--- src/rtl/xfr_pkg.sv ---
package xfr_pkg;
  localparam logic [7:0] A_DATA   = 8'h80;
  localparam logic [7:0] A_CNT_LO = 8'h82;
  localparam logic [7:0] A_CNT_HI = 8'h83;
  localparam logic [7:0] A_TRIG   = 8'h84;
  localparam logic [7:0] A_CTRL   = 8'h85;
  localparam logic [2:0] T_MCU_Q  = 3'b101;

  typedef struct packed {
    logic       to_mem;
    logic [2:0] ttype;
  } ctrl_t;
endpackage

--- src/rtl/xfr_fifo.sv ---
module xfr_fifo #(
  parameter int unsigned W     = 8,
  parameter int unsigned DEPTH = 12,
  localparam int unsigned PW   = (DEPTH > 1) ? $clog2(DEPTH) : 1,
  localparam int unsigned LW   = $clog2(DEPTH + 1)
) (
  input  logic          clk,
  input  logic          rst_n,
  input  logic          push,
  input  logic [W-1:0]  pdata,
  input  logic          pop,
  output logic [W-1:0]  head,
  output logic [LW-1:0] level,
  output logic          empty,
  output logic          ovf,
  output logic          udf
);
  logic [W-1:0]  store [DEPTH];
  logic [PW-1:0] wr_ptr, rd_ptr;
  logic          full, do_push, do_pop;

  assign full    = (level == LW'(DEPTH));
  assign empty   = (level == '0);
  assign do_push = push && !full;
  assign do_pop  = pop && !empty;
  assign head    = store[rd_ptr];

  always_ff @(posedge clk) begin
    if (do_push) store[wr_ptr] <= pdata;
  end

  always_ff @(posedge clk) begin
    if (!rst_n) begin
      wr_ptr <= '0;
      rd_ptr <= '0;
      level  <= '0;
      ovf    <= 1'b0;
      udf    <= 1'b0;
    end else begin
      if (do_push) wr_ptr <= (wr_ptr == PW'(DEPTH - 1)) ? '0 : wr_ptr + PW'(1);
      if (do_pop)  rd_ptr <= (rd_ptr == PW'(DEPTH - 1)) ? '0 : rd_ptr + PW'(1);
      case ({do_push, do_pop})
        2'b10:   level <= level + LW'(1);
        2'b01:   level <= level - LW'(1);
        default: level <= level;
      endcase
      if (push && full)  ovf <= 1'b1;
      if (pop && empty)  udf <= 1'b1;
    end
  end
endmodule

--- src/rtl/xfr_bytecnt.sv ---
module xfr_bytecnt #(
  parameter int unsigned BW = 8,
  localparam int unsigned CW = 2 * BW
) (
  input  logic          clk,
  input  logic          rst_n,
  input  logic          wr_lo,
  input  logic          wr_hi,
  input  logic [BW-1:0] lo_data,
  input  logic [BW-1:0] hi_data,
  input  logic          dec,
  output logic [CW-1:0] cnt,
  output logic          last,
  output logic          done
);
  logic any_wr;
  assign any_wr = wr_lo || wr_hi;
  assign last   = dec && !any_wr && (cnt == CW'(1));

  always_ff @(posedge clk) begin
    if (!rst_n) begin
      cnt  <= '0;
      done <= 1'b0;
    end else begin
      done <= last;
      if (any_wr) begin
        cnt <= {wr_hi ? hi_data : cnt[CW-1:BW], wr_lo ? lo_data : cnt[BW-1:0]};
      end else if (dec && cnt != '0) begin
        cnt <= cnt - CW'(1);
      end
    end
  end
endmodule

--- src/rtl/xfer_count_path.sv ---
module xfer_count_path
  import xfr_pkg::*;
#(
  parameter int unsigned FIFO_DEPTH = 12,
  parameter int unsigned BYTE_W     = 8,
  localparam int unsigned CNT_W     = 2 * BYTE_W,
  localparam int unsigned LW        = $clog2(FIFO_DEPTH + 1)
) (
  input  logic              clk,
  input  logic              rst_n,
  input  logic [7:0]        mcu_addr,
  input  logic              mcu_wr,
  input  logic [BYTE_W-1:0] mcu_wdata,
  output logic [BYTE_W-1:0] mcu_rdata,
  input  logic [7:0]        host_addr,
  input  logic              host_rd,
  input  logic              host_wr,
  input  logic [BYTE_W-1:0] host_wdata,
  output logic [BYTE_W-1:0] host_rdata,
  input  logic              mem_wvalid,
  output logic              mem_wready,
  output logic              xfer_active,
  output logic              xfer_done,
  output logic [LW-1:0]     fifo_level,
  output logic              fifo_ovf,
  output logic              fifo_udf
);
  ctrl_t             ctrl_q;
  logic [CNT_W-1:0]  cnt_q;
  logic              mcu_lo, mcu_hi, host_lo, host_hi;
  logic              q_mode, q_push, q_pop, q_empty, host_dread;
  logic              dec, last, trig;
  logic [BYTE_W-1:0] q_head;

  assign mcu_lo     = mcu_wr  && (mcu_addr  == A_CNT_LO);
  assign mcu_hi     = mcu_wr  && (mcu_addr  == A_CNT_HI);
  assign host_lo    = host_wr && (host_addr == A_CNT_LO);
  assign host_hi    = host_wr && (host_addr == A_CNT_HI);
  assign trig       = mcu_wr  && (mcu_addr  == A_TRIG);
  assign host_dread = host_rd && (host_addr == A_DATA);

  assign q_mode = (ctrl_q.ttype == T_MCU_Q);
  assign q_push = mcu_wr && (mcu_addr == A_DATA) && q_mode;
  assign q_pop  = host_dread && q_mode;

  assign mem_wready = xfer_active && ctrl_q.to_mem && (cnt_q != '0);
  assign dec = xfer_active && (ctrl_q.to_mem ? (mem_wvalid && mem_wready) : host_dread);

  xfr_bytecnt #(.BW(BYTE_W)) u_cnt (
    .clk     (clk),
    .rst_n   (rst_n),
    .wr_lo   (mcu_lo || host_lo),
    .wr_hi   (mcu_hi || host_hi),
    .lo_data (mcu_lo ? mcu_wdata : host_wdata),
    .hi_data (mcu_hi ? mcu_wdata : host_wdata),
    .dec     (dec),
    .cnt     (cnt_q),
    .last    (last),
    .done    (xfer_done)
  );

  xfr_fifo #(.W(BYTE_W), .DEPTH(FIFO_DEPTH)) u_fifo (
    .clk   (clk),
    .rst_n (rst_n),
    .push  (q_push),
    .pdata (mcu_wdata),
    .pop   (q_pop),
    .head  (q_head),
    .level (fifo_level),
    .empty (q_empty),
    .ovf   (fifo_ovf),
    .udf   (fifo_udf)
  );

  always_ff @(posedge clk) begin
    if (!rst_n) begin
      ctrl_q      <= '0;
      xfer_active <= 1'b0;
    end else begin
      if (mcu_wr && mcu_addr == A_CTRL) ctrl_q <= ctrl_t'(mcu_wdata[3:0]);
      if (trig)      xfer_active <= 1'b1;
      else if (last) xfer_active <= 1'b0;
    end
  end

  always_comb begin
    host_rdata = '0;
    case (host_addr)
      A_DATA:   host_rdata = (q_mode && !q_empty) ? q_head : '0;
      A_CNT_LO: host_rdata = cnt_q[BYTE_W-1:0];
      A_CNT_HI: host_rdata = cnt_q[CNT_W-1:BYTE_W];
      default:  host_rdata = '0;
    endcase
  end

  always_comb begin
    mcu_rdata = '0;
    case (mcu_addr)
      A_CNT_LO: mcu_rdata = cnt_q[BYTE_W-1:0];
      A_CNT_HI: mcu_rdata = cnt_q[CNT_W-1:BYTE_W];
      A_CTRL:   mcu_rdata = BYTE_W'(ctrl_q);
      default:  mcu_rdata = '0;
    endcase
  end
endmodule

--- config.mk ---
export PLATFORM = sky130hd
export DESIGN_NAME = xfer_count_path
export DESIGN_NICKNAME = d
export VERILOG_FILES = /design/src/rtl/xfr_pkg.sv /design/src/rtl/xfr_fifo.sv /design/src/rtl/xfr_bytecnt.sv /design/src/rtl/xfer_count_path.sv
export SDC_FILE = /design/constraint.sdc
export NUM_CORES = 1
export LEC_CHECK = 0
export ABC_CLOCK_PERIOD_IN_PS = 7350
export CORE_ASPECT_RATIO = 1.25
export CORE_UTILIZATION = 38
export DETAILED_ROUTE_END_ITERATION = 10
export GPL_ROUTABILITY_DRIVEN = 0
export GPL_TIMING_DRIVEN = 1
export PLACE_DENSITY = 0.6
export SLEW_MARGIN = 10
export SYNTH_ARGS = -nofsm -noshare
export SYNTH_HDL_FRONTEND = slang
export SYNTH_SLANG_ARGS = --single-unit
--- constraint.sdc ---
create_clock -name clk -period 7.35 [get_ports clk]
set_clock_uncertainty 0.15 [all_clocks]
set_input_delay 1.1025 -clock clk [delete_from_list [all_inputs] [get_ports clk]]
set_output_delay 1.1025 -clock clk [all_outputs]
set_load 0.01 [all_outputs]
* Word level (Yosys, flattened, before mapping)
Memory sizes are Yosys's and may differ from the RTL's. A register that Yosys moved wholly into a read port is not among the register bits.
Cells that the tools add are included.
W data, S select, Z words.
** Storage, ports and cells
- Output and inout port bits :: 25
- Logic and storage cells :: 88
- Memories :: 1
- Bits in registers :: 36
- RAM bits :: 96
- Bits of input ports :: 38
** Cells by class
- $add $sub $neg :: 5
- Reduce and logical (&&, ||, !) cells :: 35
- Multiplexer cells :: 19
- Equal/unequal tests :: 17
** Memories
- u_fifo.store :: words 12, width 8, read ports 1, clocked after Yosys merged registers in 1, write ports 1, line xfr_fifo.sv:18 : logic [W-1:0] store [DEPTH];
** Operator list (number)
- $eq A8 B8 Y1 const B :: 8
- $pmux W8 S3 :: 2
- $mux W8 :: 5
- $mux W16 :: 2
- $logic_and A1 B1 Y1 :: 22
- $eq A16 B1 Y1 const B :: 1
- $mux W4 :: 4
- $reduce_bool A16 Y1 :: 1
- $sub A16 B1 Y16 const B :: 1
- $add A4 B1 Y4 const B :: 3
- $eq A4 B4 Y1 const B :: 3
- $pmux W4 S2 :: 1
- $reduce_bool A2 Y1 :: 3
- $mux W1 :: 5
- $logic_not A4 Y1 :: 1
- $ne A2 B1 Y1 const B :: 2
- $reduce_and A2 Y1 :: 2
- $sub A4 B1 Y4 const B :: 1
- $eq A3 B3 Y1 const B :: 1
- $logic_not A1 Y1 :: 3
- $logic_or A1 B1 Y1 :: 3
- $eq A2 B1 Y1 const B :: 1
- $eq A2 B2 Y1 const B :: 1

* Logic depth before layout (Yosys ltp)
Gate-level depths: netlist (run 1).
- Depth in word-level cells :: 9
- Depth in mapped cells :: 14
- Mapped depth without buffers :: 11

* Hierarchy
A second synthesis (run 1) with hierarchy kept.
** Unflattened totals
- Cells, all modules :: 542
- Area total of the unflattened synthesis :: 7010.5 um2
** Modules (own cells, without submodules)
- xfr_fifo :: seq. area each 3243.1 um2, instances 1, area each 4712.0 um2, cells each 259
- xfr_bytecnt :: seq. area each 340.3 um2, instances 1, area each 1217.4 um2, cells each 150
- xfer_count_path :: seq. area each 100.1 um2, instances 1, area each 1081.0 um2, cells each 133

* Least setup slack after synthesis (run 1)
Ideal clock, no wire load.
- Path type :: input port to flip-flop
- Start point :: input host_addr[3]
- End point :: register u_fifo.level[2]
- Setup slack :: 3.242 ns
- Data arrival time :: 3.888 ns
- Setup time :: 0.070 ns
- Path buffers :: 2
- Data required time :: 7.130 ns
- Stages :: 13
- Cell sequence :: or4_4 > or4_1 > buf_2 > or2_1 > clkbuf_2 > inv_1 > ha_1 > xor2_1 > ha_1 > a21oi_1 > xor2_1 > or3_1 > a21oi_1
** On the way
- Longest elaborated chain between the ends :: 6
- Elaborated cells between the ends (all ways) :: 8
- Those cells by class :: eq/ne: 3; mux: 1; reduce/logical: 4
** Ends and longest elaborated chain
- start, declared :: line xfer_count_path.sv:15 : input logic [7:0] host_addr,
- $eq A8 B8 Y1 (*) :: line xfer_count_path.sv:40 : assign host_dread = host_rd && (host_addr == A_DATA);
- $logic_and A1 B1 Y1 (*) :: line xfer_count_path.sv:40
- $logic_and A1 B1 Y1 (*) :: line xfer_count_path.sv:44 : assign q_pop = host_dread && q_mode;
- $logic_and A1 B1 Y1 (*) :: line xfr_fifo.sv:25 : assign do_pop = pop && !empty;
- $eq A2 B1 Y1 / $eq A2 B2 Y1 (equally long branches) :: line xfr_fifo.sv:42 : case ({do_push, do_pop})
- $pmux W4 S2 / $reduce_bool A2 Y1 (equally long branches)
- end signal, assigned :: line xfr_fifo.sv:43 : 2'b10: level <= level + LW'(1);
- end signal, assigned :: line xfr_fifo.sv:44 : 2'b01: level <= level - LW'(1);
- end signal, assigned :: line xfr_fifo.sv:45 : default: level <= level;
- end, declared :: line xfr_fifo.sv:13 : output logic [LW-1:0] level,
Mark *: on every way between the ends. The rest lies on a longest branch, timed or not.
A chain may end at the register's enable or synchronous reset.

* Worst setup path after layout (run 1)
- Start point :: input host_addr[0]
- End point :: output host_rdata[5]
** On the way
- Longest elaborated chain between the ends :: 2
- Elaborated cells between the ends (all ways) :: 4
- Those cells by class :: eq/ne: 3; mux: 1
** Ends and longest elaborated chain
- $eq A8 B8 Y1 :: line xfer_count_path.sv:88 : case (host_addr)
- $pmux W8 S3 (*) :: line xfer_count_path.sv:88
- end, declared :: line xfer_count_path.sv:19 : output logic [BYTE_W-1:0] host_rdata,
Marked as above.

==> out/metrics.cfg, run 1 <==
[drt]
dr.pass1.iters = 6
wire_per_inst_um = 20.2
drc = 0
ant_nets = 0
route.vias.total = 4606
routed_via_density = 5.64
dr.first_iter.drc_count = 265
wl_mm = 16.5

[floorplanning]
num_rows = 52
coreArea_mm2 = 0.0164
pin_count = 63
fp.dieArea_mm2 = 0.0175
die_w_um = 119
die_y_um = 148
start_util = 0.394

[final_layout]
drive_gt1_frac = 0.106
syn_to_final_growth_pct = 21.9
fillCellCount = 1490
antennaDiodeCount = 0
fin_util = 0.481
fin_nets = 638

[sta]
tightest_slew_ns = 1.08
maxSlewViolCount = 0
setup_viol = 0
hold_viol = 0
period_share = 0.736
min_period_ns = 5.41
clock.fmax_ghz = 0.185
fin_tns_setup_ns = 0
relSlewSlack = 0.275
rsz0062_at_grt = false

[cts]
cts_tree = built
clock_latency_ns = 0.42
clockBufferDepth = 2
cts_buffers = 17
postCtsSetupBuffers = 0
path_clk_slew_ns = 0.06
cts_root_buf = clkbuf_16
cts_resized = 0
hold_buffers = 0
htreeDepth = 4
cts_sinks = 136

[setup_path]
worst_ep_arrival_time_ns = 4.15
worstSetupPathType = input port to output port
crit_start = host_addr[0]
r2r_start = ctrl_q[1]
crit_fanout = 11
crit_path_start_kind = input port
end_kind = output port
cp.required_ns = 6.10

[pwr]
power_switching_mw = 0.344
p_leak_nw = 2.73
p_int_mw = 1.38
swShare = 0.200
clockPowerShare = 0.488
p_comb_frac = 0.035
seq_power_share = 0.477
ir_drop_mv = 0.127
power.density_mw_per_mm2 = 218

[grt]
antenna_found_initial = 0
grt_pass1_vias = 4776
track_usage = 0.195
grt_pass1_wl_mm = 25.6
grt_max_degree = 35
grt_overflow_total = 0

[synthesis]
synth_nets = 580
yosysWarningCount = 0
yosys_most_used_dff = edfxtp_1
synth_area_mm2 = 0.00646
synth_edf_count = 96
synth.area.top_cells = edfxtp_1 45%, dfxtp_1 12%, mux4_2 8.4%, mux2i_1 6.5%, a21oi_1 3.3%
yosysTopAreaCellShare = 0.446
syn_area_per_cell_um2 = 12.2
synth.yosys.seq_area_share = 0.570
synth_async_sr_flop_share = 0
ys_types = 51
synth_area_leader_cell = edfxtp_1
ys_seq_elements = 136
postSynthCellCount = 531

[hold_path]
min_from = u_fifo.ovf
min_path_type = flop to flop

[job]
cap_viol_max_count = 0

[placed_design]
dp_hpwl_mm = 11.6
io_buffers = 62

[status]
status = finished clean

==> flip-flops by register name, summed over array words and instances (netlist names), named ones only <==
register and cells:
ctrl_q 4, u_cnt.cnt 16, u_cnt.done 1, u_fifo.level 4, u_fifo.ovf 1, u_fifo.rd_ptr 4, u_fifo.store 96, u_fifo.udf 1
u_fifo.wr_ptr 4, xfer_active 1
==> cells in the mapped netlist (all sizes together), types with 11 or more instances <==
master	count
clkbuf	22
nor2	37
mux4	24
nand3	18
inv	12
dfxtp	40
a21oi	44
edfxtp	96
o21ai	22
mux2i	42
ha	11
nand2	40
and3	15
==> critical path, stage by stage <==
cell,delay [ns]
clkdlybuf4s50_1,0.77
or4b_1,0.69
or4_1,0.73
o22ai_1,0.27
clkdlybuf4s50_1,0.59
==> per-layer routing <==
layer	GRT usage	up-vias	wire length [um]	share of wire
met5	0	-	0	0
met4	0.0987	0	561	0.034
met3	0.0382	41	739	0.045
met2	0.347	167	8600	0.52
met1	0.221	2254	6570	0.40
li1	-	2144	-	-
==> power by group through the flow <==
stage                     Combinational (mW)  Sequential (mW)  Clock (mW)
final                                 0.0602            0.821       0.840
after global routing                  0.0640            0.820       0.879
after detailed placement              0.0594            0.837           0
after CTS                             0.0598            0.821       0.851
after global placement                0.0581            0.837           0
after floorplan                       0.0206            0.836           0
==> placed cells by master, fill, tap and decap left out, types with 8 or more instances in the layout <==
cell type and n:
a21oi_1 43, and3_1 15, clkbuf_16 17, clkdlybuf4s50_1 62, dfxtp_1 40, edfxtp_1 96
ha_1 11, inv_1 12, mux2i_1 42, mux4_2 24, nand2_1 40, nand3_1 18
nor2_1 37, nor3_1 10, o211ai_1 8, o21ai_0 22, o22ai_1 10
==> kinds of logic after synthesis <==
kind of cell,count (synthesis),share of synthesized area
buffers and inverters,41,0.0242
muxes,66,0.149
DFF,136,0.570
AOI/OAI and AO/OA,104,0.0949
and+or+nand+nor,166,0.132
adders and majority gates,11,0.0213
xor gates and xnor gates,7,0.00949
==> through the flow <==
stage / power [mW] / hold WS (ns) / cell area, um2 / cells / setup WS, ns
6_report: 1.72 / 0.316 / 7880 / 817 / 1.94
5_1_grt: 1.76 / 0.333 / 7880 / 817 / 1.88
4_1_cts: 1.73 / 0.323 / 7880 / 817 / 1.94
3_5_place_dp: 0.896 / 0.309 / 7300 / 786 / 1.96
3_3_place_gp: 0.895 / 0.302 / 7300 / 786 / 2.02
2_1_floorplan: 0.857 / 0.290 / 6460 / 531 / 3.24
==> final cells by class <==
cell class	instances	area, um2	area share
timing repair buffer	67	658	0.0835
sequential	136	3680	0.467
multi-input combinational	354	2640	0.334
tap	216	270	0.0343
inverter	13	48.8	0.00619
clock buffer	19	433	0.0549
clock inverter	12	153	0.0194
==> path summary, 6_finish.rpt <==
check	to	slack, ns	depth (start not counted)
worst min register to register	u_fifo.ovf	0.32	1
worst max register to register	u_fifo.level[2]	3.79	11
worst min-delay path	u_fifo.ovf	0.32	1
worst max-delay path	host_rdata[5]	1.94	5
Power figures use the tool's default switching activity.
==> run 2, diff against run 1 <==
Settings changed: ABC_CLOCK_PERIOD_IN_PS 7350 to 5380.
Clock period 7.35 ns to 5.38 ns, I/O delays scaled along.
==> run 2 against run 1 <==
Compared with the run above:
- via count increased by 0.54%
- combinational power increased by 37%
- register-to-register slack got worse by 1.8 ns
- sequential share of layout area about the same
- critical endpoint is now host_rdata[4]
- sequential power increased by 36%
- worst hold slack improved by 0.00061 ns
- worst setup slack got worse by 1.0 ns
- critical path depth unchanged
- die area unchanged
- non-clock buffer count increased by 1
- first-iteration DRC count increased by 29%
- largest cell class unchanged
- clock-buffer cell count decreased by 2
==> out/metrics.cfg, run 2 (same netlist as run 1, synthesis figures left out) <==
[placed_design]
dpl_cell_area_mm2 = 0.00730  ; +0.10%
dp_hpwl_mm = 11.7  ; +1.1%
dpl_worst_slack_ns = 0.713  ; -1.25 ns
io_buffers = 62  ; unchanged

[setup_path]
regToRegSetupSlack_ns = 1.95  ; -1.84 ns
r2r_start = u_fifo.level[1]
crit_path_start_kind = input port
critPathTopFamily = simple AND/OR/NAND/NOR gates
crit_chain = clkdlybuf4s50_1, nor4_1, nand4b_1, o22ai_1, clkdlybuf4s50_1
cp_num_cells = 5  ; unchanged
cp.required_ns = 4.42  ; -1.68 ns
critPathSlowestCell = nor4_1
worstSetupPathType = input port to output port
cp-endpoint = host_rdata[4]
crit_start = host_addr[3]
critical_path_buf_inv_count = 2  ; unchanged
crit_fanout = 8  ; -3
cp_common_cell = clkdlybuf4s50_1
worst_ep_arrival_time_ns = 3.48  ; -0.67 ns
reg2regPathDepth = 11  ; unchanged
end_kind = output port
critical_path.max_stage_delay_ns = 0.64  ; -0.13 ns
reg2reg_to = u_fifo.level[2]

[grt]
grt_pass1_vias = 4848  ; +1.5%
grt_max_degree = 35  ; unchanged
grt_overflow_total = 0  ; unchanged
grt_pass1_wl_mm = 26.4  ; +3.2%
track_usage = 0.200  ; +0.00502
antenna_found_initial = 0  ; unchanged

[pwr]
swShare = 0.224  ; +0.0238
clockPowerShare = 0.484  ; -0.004
p_comb_frac = 0.035  ; about the same
p_leak_nw = 2.75  ; +0.64%
seq_power_share = 0.481  ; +0.004
power_switching_mw = 0.522  ; +52%
p_int_mw = 1.81  ; +31%
ir_drop_mv = 0.208  ; +64%
power.density_mw_per_mm2 = 296  ; +35%

[final_layout]
final_cell_mix = 96 x edfxtp_1, 62 x clkdlybuf4s50_1, 43 x a21oi_1
top_regs = u_fifo.store x96, u_cnt.cnt x16
largest_register = u_fifo.store
drive_gt1_frac = 0.113  ; +0.00628
syn_to_final_growth_pct = 22.0  ; about the same
largest_reg_flops = 96  ; unchanged
final_cell_area_mm2 = 0.00789  ; about the same
fin_nets = 639  ; +0.16%
final_common_cell = edfxtp_1
antennaDiodeCount = 0  ; unchanged

[sta]
rsz0062_at_grt = false
maxSlewViolCount = 0  ; unchanged
period_share = 0.826
setup_slack_ns = 0.938  ; -1.01 ns
setup_viol = 0  ; unchanged
tightest_slew_ns = 1.09  ; +0.00530 ns
hold_viol = 0  ; unchanged
clock.fmax_ghz = 0.225
relSlewSlack = 0.272  ; -0.00356
fin_tns_setup_ns = 0  ; unchanged
min_period_ns = 4.44

[drt]
routed_via_density = 5.65  ; +0.30%
ant_nets = 0  ; unchanged
dr.pass1.iters = 5  ; -1
dr.first_iter.drc_count = 343  ; +29%
drc = 0  ; unchanged
wire_per_inst_um = 20.4  ; +1.0%
route.vias.total = 4631  ; +0.54%
wl_mm = 16.7  ; +1.2%

[job]
cap_viol_max_count = 0  ; unchanged

[cts]
cts_resized = 0  ; unchanged
cts_buffers = 17  ; unchanged
postCtsSetupBuffers = 0  ; unchanged
htreeDepth = 4  ; unchanged
cts_tree = built
cts_sinks = 136  ; unchanged
hold_buffers = 0  ; unchanged
clock_latency_ns = 0.41  ; about the same
cts_root_buf = clkbuf_16
path_clk_slew_ns = 0.06  ; about the same
clockBufferDepth = 2  ; unchanged

[floorplanning]
pin_count = 63  ; unchanged
start_util = 0.394  ; unchanged
num_rows = 52  ; unchanged
die_w_um = 119  ; unchanged
fp.dieArea_mm2 = 0.0175  ; unchanged
die_y_um = 148  ; unchanged
coreArea_mm2 = 0.0164  ; unchanged

[status]
status = finished clean

[hold_path]
min_path_type = flop to flop

==> run 2: cell type report <==
type / instances / area [um2]
fillers: 1517 / 8510
flip-flops and latches: 136 / 3680
multi-input cells: 354 / 2640
repair buffers: 68 / 666
clock buffers: 17 / 425
well taps: 216 / 270
clock inverters: 15 / 156
inverters: 13 / 48.8
==> run 2: worst min-delay path by stage <==
stage,startpoint,endpoint,slack (ns),depth (start not counted)
after global placement,u_fifo.ovf,u_fifo.ovf,0.30,1
after floorplan,ctrl_q[1],ctrl_q[1],0.29,2
after detailed placement,ctrl_q[1],ctrl_q[1],0.31,2
final,ctrl_q[1],ctrl_q[1],0.32,2
after CTS,ctrl_q[1],ctrl_q[1],0.32,2
after global routing,ctrl_q[1],ctrl_q[1],0.33,2
==> run 2: worst register-to-register path, cell delays in order (launching register included) <==
cell and delay [ns]:
dfxtp_1 0.49, nor4_1 0.12, or4_1 0.77, or2_1 0.38, inv_1 0.13, ha_1 0.27
xor2_1 0.19, ha_1 0.16, a21oi_1 0.05, xor2_1 0.17, or3_1 0.31, a21oi_1 0.14
==> run 2: power groups by stage <==
stage	Combinational, mW	Sequential, mW	Clock, mW
6_report	0.0823	1.12	1.13
5_1_grt	0.0878	1.12	1.20
4_1_cts	0.0816	1.12	1.15
3_5_place_dp	0.0812	1.14	0
3_3_place_gp	0.0794	1.14	0
2_1_floorplan	0.0281	1.14	0
==> run 2: metal layers <==
layer,wire length [um],vias to the layer above,GRT usage,part of all wire
li1,-,2159,-,-
met1,6660,2261,0.227,0.40
met2,8710,166,0.358,0.52
met3,757,45,0.0340,0.045
met4,554,0,0.105,0.033
met5,0,-,0,0
==> run 2: metrics by stage <==
step	hold slack [ns]	util	std cells	total power [mW]
2_1_floorplan	0.290	-	531	1.17
3_3_place_gp	0.303	0.445	787	1.22
3_5_place_dp	0.307	0.445	787	1.22
4_1_cts	0.315	0.481	819	2.35
5_1_grt	0.333	0.481	819	2.41
6_report	0.317	0.481	819	2.33
==> run 3, diff against run 2 <==
Settings changed: ABC_CLOCK_PERIOD_IN_PS 5380 to 3800, PLACE_DENSITY 0.6 to 0.62.
Clock period 5.38 ns to 3.8 ns, I/O delays scaled along.
==> run 3 against run 2 <==
Compared with the run above:
- power up 46%
- cell area up 2.1%
- global-route usage down 0.63 points
- die area unchanged
- wire length down 1.6%
- first-iteration DRC count down 15%
- highest routed layer unchanged
- non-clock buffer count up 15
- final cell count up 1.8%
- clock-buffer cell count unchanged
- via count up 1.4%
- worst hold slack better by 0.0015 ns
- sequential power up 42%
- critical path type unchanged
==> out/metrics.cfg, run 3 (same netlist as run 1, synthesis figures left out) <==
[pwr]
swShare = 0.210  ; -0.0137
p_int_mw = 2.69  ; +49%
p_comb_frac = 0.035  ; about the same
seq_power_share = 0.466  ; -0.015
p_leak_nw = 2.91  ; +5.9%
finalPower_mw = 3.40  ; +46%
power.density_mw_per_mm2 = 423  ; +43%
clockPowerShare = 0.498  ; +0.014
power_switching_mw = 0.715  ; +37%
ir_drop_mv = 0.278  ; +33%

[final_layout]
largest_reg_flops = 96  ; unchanged
largest_register = u_fifo.store
final_common_cell = edfxtp_1
seq_area_mm2 = 0.00368  ; unchanged
drive_gt1_frac = 0.134  ; +0.0215
top_regs = u_fifo.store x96, u_cnt.cnt x16
multi_input_area_mm2 = 0.00264  ; unchanged
fillCellCount = 1500  ; -1.1%
fin_nets = 654  ; +2.3%
antennaDiodeCount = 0  ; unchanged
final_cell_mix = 96 x edfxtp_1, 58 x clkdlybuf4s50_1, 43 x a21oi_1
syn_to_final_growth_pct = 24.6

[sta]
hold_viol = 0  ; unchanged
tightest_slew_ns = 0.858  ; -0.228 ns
maxSlewViolCount = 0  ; unchanged
period_share = 0.982
fin_tns_setup_ns = 0  ; unchanged
min_period_ns = 3.73
clock.fmax_ghz = 0.268
relSlewSlack = 0.422  ; +0.151
setup_viol = 0  ; unchanged
rsz0062_at_grt = false

[floorplanning]
pin_count = 63  ; unchanged
die_y_um = 148  ; unchanged
fp.dieArea_mm2 = 0.0175  ; unchanged
start_util = 0.394  ; unchanged
coreArea_mm2 = 0.0164  ; unchanged
num_rows = 52  ; unchanged
die_w_um = 119  ; unchanged

[hold_path]
hold_path_depth = 1  ; -1
min_path_type = flop to flop
hold_end = u_fifo.ovf
min_from = u_fifo.ovf

[grt]
track_usage = 0.193  ; -0.00633
grt_max_degree = 31  ; -11%
grt_pass1_wl_mm = 25.6  ; -2.7%
antenna_found_initial = 0  ; unchanged
grt_overflow_total = 0  ; unchanged
grt_pass1_vias = 4774  ; -1.5%

[setup_path]
worstSetupPathType = input port to output port
reg2regPathDepth = 11  ; unchanged
end_kind = output port
crit_path_start_kind = input port
crit_fanout = 8  ; unchanged
reg2reg_to = u_fifo.level[2]
cp.required_ns = 3.08  ; -1.34 ns
regToRegSetupSlack_ns = 0.98  ; -0.97 ns
worst_ep_arrival_time_ns = 3.01  ; -0.47 ns
r2r_start = u_fifo.level[1]

[cts]
cts_buffers = 17  ; unchanged
htreeDepth = 4  ; unchanged
path_clk_slew_ns = 0.06  ; about the same
cts_root_buf = clkbuf_16
cts_sinks = 136  ; unchanged
cts_tree = built
clock_latency_ns = 0.41  ; about the same
hold_buffers = 0  ; unchanged
clockBufferDepth = 2  ; unchanged

[drt]
drc = 0  ; unchanged
route.vias.total = 4697  ; +1.4%
wl_mm = 16.4  ; -1.6%
dr.pass1.iters = 5  ; unchanged
dr.first_iter.drc_count = 292  ; -15%
routed_via_density = 5.63  ; -0.40%
ant_nets = 0  ; unchanged
wire_per_inst_um = 19.7  ; -3.4%

[placed_design]
io_buffers = 62  ; unchanged
dp_hpwl_mm = 11.7  ; -0.64%

[status]
status = finished clean

[job]
cap_viol_max_count = 0  ; unchanged

==> run 3: worst max path at each step <==
stage	startpoint	to	slack, ns	depth (start not counted)
global route	host_addr[3]	host_rdata[2]	0.03	6
CTS	host_addr[3]	host_rdata[0]	0.04	6
detailed placement	host_addr[3]	u_fifo.level[2]	-0.008	12
finish	host_addr[3]	host_rdata[2]	0.07	6
global placement	host_addr[3]	u_fifo.level[2]	0.06	12
floorplan	host_addr[3]	u_fifo.level[2]	0.22	13
==> run 3: repair_timing <==
action,in CTS,in global routing
resized for setup,0,4
setup buffers,0,0
setup endpoints to repair,0,4
==> run 3: worst max-delay path: stages <==
cell             delay (ns)
clkdlybuf4s50_1        0.42
or4_4                  0.54
or4_1                  0.55
buf_4                  0.21
o22ai_1                0.15
clkdlybuf4s50_1        0.57
==> run 3: layout make-up <==
type                            instances  share of cell area
Multi-Input combinational cell        354               0.327
Timing Repair Buffer                   83              0.0994
Sequential cell                       136               0.457
Tap cell                              216              0.0336
Clock inverter                         15              0.0235
Clock buffer                           17              0.0528
Inverter                               13             0.00606
==> run 3: metal layers <==
metal  GRT usage  vias up  part of all wire
met5           0        -                 0
met4      0.0867        0             0.039
met3      0.0417       51             0.047
met2       0.358      166              0.53
met1       0.211     2290              0.39
li1            -     2190                 -
==> run 3: metrics by stage <==
step / cell area (um2) / util / instances / worst slack [ns] / hold WS (ns)
after global placement: 7430 / 0.453 / 802 / 0.0650 / 0.302
after floorplan: 6460 / - / 531 / 0.225 / 0.290
after CTS: 8040 / 0.491 / 834 / 0.0358 / 0.324
final: 8050 / 0.491 / 834 / 0.0676 / 0.319
after detailed placement: 7430 / 0.453 / 802 / -0.00831 / 0.309
after global routing: 8050 / 0.491 / 834 / 0.0332 / 0.349
==> run 3: power groups by stage <==
stage | clock network (mW) | logic, mW | registers [mW]
2_1_floorplan | 0 | 0.0398 | 1.62
3_3_place_gp | 0 | 0.116 | 1.62
3_5_place_dp | 0 | 0.119 | 1.62
4_1_cts | 1.72 | 0.119 | 1.59
5_1_grt | 1.78 | 0.128 | 1.59
6_report | 1.70 | 0.121 | 1.59
